[src/rtl/pio_pkg.sv]
package pio_pkg;
  typedef enum logic [2:0] {
    SEL_NONE  = 3'd0,
    SEL_A_DIR = 3'd1,
    SEL_A_DAT = 3'd2,
    SEL_B_DIR = 3'd3,
    SEL_B_DAT = 3'd4,
    SEL_C_DAT = 3'd5
  } pio_sel_e;

  localparam int PIO_OFS_A_DIR = 1;
  localparam int PIO_OFS_A_DAT = 3;
  localparam int PIO_OFS_B_DIR = 4;
  localparam int PIO_OFS_B_DAT = 6;
  localparam int PIO_OFS_C_DAT = 8;
endpackage

[src/rtl/pio_sync.sv]
module pio_sync #(
  parameter int W      = 8,
  parameter int STAGES = 2
) (
  input  logic         clk,
  input  logic         rst_n,
  input  logic [W-1:0] d,
  output logic [W-1:0] q
);
  generate
    if (STAGES == 0) begin : g_bypass
      assign q = d;
    end else begin : g_chain
      logic [W-1:0] stage_q [STAGES];
      always_ff @(posedge clk or negedge rst_n) begin
        if (!rst_n) begin
          for (int i = 0; i < STAGES; i++) stage_q[i] <= '0;
        end else begin
          stage_q[0] <= d;
          for (int i = 1; i < STAGES; i++) stage_q[i] <= stage_q[i-1];
        end
      end
      assign q = stage_q[STAGES-1];
    end
  endgenerate
endmodule

[src/rtl/pio_bidir.sv]
module pio_bidir #(
  parameter int W      = 8,
  parameter int STAGES = 2
) (
  input  logic         clk,
  input  logic         rst_n,
  input  logic         wr_dir,
  input  logic         wr_dat,
  input  logic [W-1:0] wdata,
  input  logic [W-1:0] pin_i,
  output logic [W-1:0] pin_o,
  output logic [W-1:0] pin_oe,
  output logic [W-1:0] rd_view
);
  logic [W-1:0] dir_q;
  logic [W-1:0] lat_q;
  logic [W-1:0] pin_s;

  always_ff @(posedge clk or negedge rst_n) begin
    if (!rst_n) begin
      dir_q <= '0;
      lat_q <= '0;
    end else begin
      if (wr_dir) dir_q <= wdata;
      if (wr_dat) lat_q <= wdata;
    end
  end

  pio_sync #(.W(W), .STAGES(STAGES)) u_sync (
    .clk(clk), .rst_n(rst_n), .d(pin_i), .q(pin_s)
  );

  generate
    for (genvar b = 0; b < W; b++) begin : g_bit
      assign pin_o[b]   = lat_q[b];
      assign pin_oe[b]  = dir_q[b];
      assign rd_view[b] = dir_q[b] ? lat_q[b] : pin_s[b];
    end
  endgenerate
endmodule

[src/rtl/pio_inonly.sv]
module pio_inonly #(
  parameter int W      = 8,
  parameter int STAGES = 2
) (
  input  logic         clk,
  input  logic         rst_n,
  input  logic [W-1:0] pin_i,
  output logic [W-1:0] rd_view
);
  pio_sync #(.W(W), .STAGES(STAGES)) u_sync (
    .clk(clk), .rst_n(rst_n), .d(pin_i), .q(rd_view)
  );
endmodule

[src/rtl/pio_decode.sv]
module pio_decode
  import pio_pkg::*;
#(
  parameter int AW    = 4,
  parameter int A_DIR = PIO_OFS_A_DIR,
  parameter int A_DAT = PIO_OFS_A_DAT,
  parameter int B_DIR = PIO_OFS_B_DIR,
  parameter int B_DAT = PIO_OFS_B_DAT,
  parameter int C_DAT = PIO_OFS_C_DAT
) (
  input  logic [AW-1:0] addr,
  output pio_sel_e      sel
);
  always_comb begin
    sel = SEL_NONE;
    if      (addr == AW'(A_DIR)) sel = SEL_A_DIR;
    else if (addr == AW'(A_DAT)) sel = SEL_A_DAT;
    else if (addr == AW'(B_DIR)) sel = SEL_B_DIR;
    else if (addr == AW'(B_DAT)) sel = SEL_B_DAT;
    else if (addr == AW'(C_DAT)) sel = SEL_C_DAT;
  end
endmodule

[src/rtl/pio_block.sv]
module pio_block
  import pio_pkg::*;
#(
  parameter int W      = 8,
  parameter int AW     = 4,
  parameter int STAGES = 2,
  parameter int A_DIR  = PIO_OFS_A_DIR,
  parameter int A_DAT  = PIO_OFS_A_DAT,
  parameter int B_DIR  = PIO_OFS_B_DIR,
  parameter int B_DAT  = PIO_OFS_B_DAT,
  parameter int C_DAT  = PIO_OFS_C_DAT
) (
  input  logic          clk,
  input  logic          rst_n,
  input  logic [AW-1:0] bus_addr,
  input  logic          bus_wr,
  input  logic          bus_rd,
  input  logic [W-1:0]  bus_wdata,
  output logic [W-1:0]  bus_rdata,
  output logic          bus_rvalid,
  input  logic [W-1:0]  pa_in,
  output logic [W-1:0]  pa_out,
  output logic [W-1:0]  pa_oe,
  input  logic [W-1:0]  pb_in,
  output logic [W-1:0]  pb_out,
  output logic [W-1:0]  pb_oe,
  input  logic [W-1:0]  pc_in
);
  localparam logic [W-1:0] DIR_READBACK = '1;

  pio_sel_e     sel;
  logic [W-1:0] a_view, b_view, c_view;
  logic [W-1:0] rd_next;

  pio_decode #(
    .AW(AW), .A_DIR(A_DIR), .A_DAT(A_DAT),
    .B_DIR(B_DIR), .B_DAT(B_DAT), .C_DAT(C_DAT)
  ) u_dec (
    .addr(bus_addr), .sel(sel)
  );

  pio_bidir #(.W(W), .STAGES(STAGES)) u_port_a (
    .clk(clk), .rst_n(rst_n),
    .wr_dir(bus_wr && sel == SEL_A_DIR),
    .wr_dat(bus_wr && sel == SEL_A_DAT),
    .wdata(bus_wdata), .pin_i(pa_in),
    .pin_o(pa_out), .pin_oe(pa_oe), .rd_view(a_view)
  );

  pio_bidir #(.W(W), .STAGES(STAGES)) u_port_b (
    .clk(clk), .rst_n(rst_n),
    .wr_dir(bus_wr && sel == SEL_B_DIR),
    .wr_dat(bus_wr && sel == SEL_B_DAT),
    .wdata(bus_wdata), .pin_i(pb_in),
    .pin_o(pb_out), .pin_oe(pb_oe), .rd_view(b_view)
  );

  pio_inonly #(.W(W), .STAGES(STAGES)) u_port_c (
    .clk(clk), .rst_n(rst_n), .pin_i(pc_in), .rd_view(c_view)
  );

  always_comb begin
    unique case (sel)
      SEL_A_DIR, SEL_B_DIR: rd_next = DIR_READBACK;
      SEL_A_DAT:            rd_next = a_view;
      SEL_B_DAT:            rd_next = b_view;
      SEL_C_DAT:            rd_next = c_view;
      default:              rd_next = '0;
    endcase
  end

  always_ff @(posedge clk or negedge rst_n) begin
    if (!rst_n) begin
      bus_rdata  <= '0;
      bus_rvalid <= 1'b0;
    end else begin
      bus_rvalid <= bus_rd;
      if (bus_rd) bus_rdata <= rd_next;
    end
  end
endmodule

[config.mk]
export PLATFORM = sky130hd
export DESIGN_NAME = pio_block
export DESIGN_NICKNAME = d
export VERILOG_FILES = /design/src/rtl/pio_pkg.sv /design/src/rtl/pio_sync.sv /design/src/rtl/pio_bidir.sv /design/src/rtl/pio_inonly.sv /design/src/rtl/pio_decode.sv /design/src/rtl/pio_block.sv
export SDC_FILE = /design/constraint.sdc
export NUM_CORES = 1
export LEC_CHECK = 0
export ABC_AREA = 1
export BUFFER_PORTS_ARGS = -buffer_cell sky130_fd_sc_hd__buf_4
export CORE_MARGIN = 2
export CORE_UTILIZATION = 30
export CTS_CLUSTER_SIZE = 40
export DETAILED_ROUTE_END_ITERATION = 16
export PLACE_DENSITY = 0.52
export SYNTH_ARGS = -nofsm -noshare
export SYNTH_HDL_FRONTEND = slang
export SYNTH_SLANG_ARGS = --single-unit
[constraint.sdc]
create_clock -name clk -period 1.1 [get_ports clk]
set_input_delay 0.165 -clock clk [delete_from_list [all_inputs] [get_ports clk]]
set_output_delay 0.165 -clock clk [all_outputs]
set_load 0.02 [all_outputs]
==> out/results.txt <==
Mapped Cells: 346
Worst-Skew Late Latency: 0.36 ns
WP data required: 0.94 ns
Final setup vio count: 21
DR DRC count: 0
Startpoint of the worst hold path: bus_wdata[7]
Die area: 0.0120 mm²
Fill count: 1,039
Worst reg2reg startpoint: u_port_a.pin_oe[5]
Yosys warns: 0
Worst slew pin tran: 0.298 ns
Failing checks: setup timing
Tmin final: 1.21 ns
Syn Nets: 386
Final Core Density: 47.5%
Routed via count: 2,683
Largest net degree at the start of global routing: 54
Unique masters post-synth: 15
Inst Count DP: 581
Setup crit end kind: primary output
Root Driver: clkbuf_8
Final setup margin: -0.112 ns
Initial Util: 30.8%
Core ar.: 0.0108 mm²
Final hold viol count: 0
Setup crit start: u_port_a.pin_oe[7]
Height of the die: 110 µm
Sink Count: 89
Status: complete, but fails checks
Clock Skews: 0.00797 ns
Tcrit/Tclk final: 110%
Gr ovfl total: 0
First-pass GRT wire length: 13,300 µm
Clock transition at the registers of the reported paths: 0.09 ns
Avg Inst Size Synth: 9.66 µm²
Worst hold path type: in -> reg
Vias in the first global route: 2,711
GRT Util Overall: 14.9%
Final wirelength: 8200 µm
Most common cell after layout, fill and taps aside: nand2_1
1st-iter DRT viols: 66
Initial antenna violation count: 0
Max VDD drop: 0.000782 V
Longest Clk Path Bufs: 2
Crit-path max FO: 4
Pre-CTS setup slack: -0.0694 ns
RSZ-0062 raised after global routing: yes
Die Wd: 110 µm
Max Slew Vio Count: 0
Seq cells post-synth: 89
Row count: 38
Final ANT Viol Nets: 0
Routed WL per cell: 12.7 µm
Layout cells sized above 1: 35.0%
Synth Cell Area: 0.00334 mm²
Final nets: 541
IO Count: 81
Leakage: 2.70 nW
CTS Buf Count: 9
DP HPWL: 5740 µm
Critical Path Start Type: register
Setup Crit Path Kind: reg -> out
PwrDens: 1660 mW/mm²
Sequential share of the synthesized area: 66.7%
Most frequent cells in the layout: nand2_1 (112), dfrtp_1 (87), buf_4 (71)
Vias per inst: 4.15
# diodes: 0
P&R area growth vs syn: 54.3%
Setup TNS: -1.08 ns
CTS tree: built
CP arrival: 1.05 ns
Slew margin rel.: 80.2%
Count of input and output buffers: 80
Fmax: 0.825 GHz
Drt pass-1 iters: 4
Non-filler instance count after layout: 646
H-tree levels: 3
# Max-Cap Violations: 0
GPL Wtd Cong: 0.813
-- worst paths after layout --
kind                                                  endpoint  slack, ns  cells past startpoint
min in group asynchronous  u_port_b.u_sync.g_chain.stage_q[13]       0.17                      2
setup / recovery                                      pa_oe[7]      -0.11                      2
hold / removal                               u_port_b.pin_o[7]       0.12                      3
setup reg to reg                                  bus_rdata[5]      -0.08                      9
hold reg to reg                           u_port_c.u_sync.q[5]       0.35                      0
max in group asynchronous                 u_port_a.u_sync.q[1]       0.41                      3
-- layer usage --
metal / track usage, % / part of all wire, %
met1: 19.2 / 46
met4: 5.70 / 1.9
met2: 23.8 / 47
met3: 4.33 / 5.1
met5: 0 / 0
-- flip-flops by register name (all words and copies together), names as in the netlist --
name / count
bus_rvalid: 1
u_port_a.u_sync.q: 8
u_port_b.pin_oe: 8
u_port_a.pin_oe: 8
u_port_c.u_sync.g_chain.stage_q: 8
u_port_c.u_sync.q: 8
u_port_b.u_sync.q: 8
u_port_b.u_sync.g_chain.stage_q: 8
u_port_a.u_sync.g_chain.stage_q: 8
bus_rdata: 8
u_port_b.pin_o: 8
u_port_a.pin_o: 8
-- cell usage after synthesis (all sizes together) --
master  number  area, µm²
nand2      120        465
dfrtp       89       2230
inv         48        180
nor2        42        175
o21ai       32        190
nand3       10       65.1
buf          5       37.5
-- per-stage QoR --
stage	hold slack [ns]	power (mW)	cell area, µm²
detailed placement	0.0126	5.74	4290
global placement	0.0119	5.70	4290
global route	0.111	9.05	5150
CTS	0.101	8.53	5040
finish	0.118	8.57	5150
floorplan	-0.131	4.74	3340
-- critical path, cell delays in order, from the launching register on --
cell	delay (ns)
dfrtp_1	0.44
buf_6	0.14
buf_6	0.12
-- layout make-up --
type                            count  area (µm²)  area share (%)
Sequential cell                    89        2230            43.3
Timing Repair Buffer              149        1420            27.6
Multi-Input combinational cell    204         943            18.3
Inverter                           48         180            3.50
Tap cell                          140         175            3.40
Clock buffer                       10         138            2.67
Clock inverter                      6        65.1            1.26
-- cells by family (layout without fill, tap and decap cells) --
| family | count (synthesis) | after routing | share of synthesized area [%] |
|---|---|---|---|
| buffers and inverters | 53 | 213 | 6.52 |
| DFF | 89 | 89 | 66.7 |
| AOI/OAI and AO/OA | 32 | 32 | 5.69 |
| and+or+nand+nor | 172 | 172 | 21.1 |
-- where the power goes --
| group | leakage, nW | internal [mW] | total, mW | switching [mW] |
|---|---|---|---|---|
| logic | 1.52 | 1.25 | 2.36 | 1.11 |
| clock network | 0.103 | 1.12 | 2.28 | 1.16 |
| registers | 1.08 | 3.63 | 3.93 | 0.294 |
-- repair_timing --
| action | 4_1_cts | 5_1_grt |
|---|---|---|
| endpoints found under the setup margin | 36 | 45 |
| hold endpoints to repair | 114 | 0 |
| resized for setup | 44 | 26 |
| pin swaps | 11 | 25 |
| setup buffers | 17 | 6 |
| hold buffers | 26 | 0 |
| cloned | 0 | 0 |
Note: power is estimated with default switching activity, not from simulation.
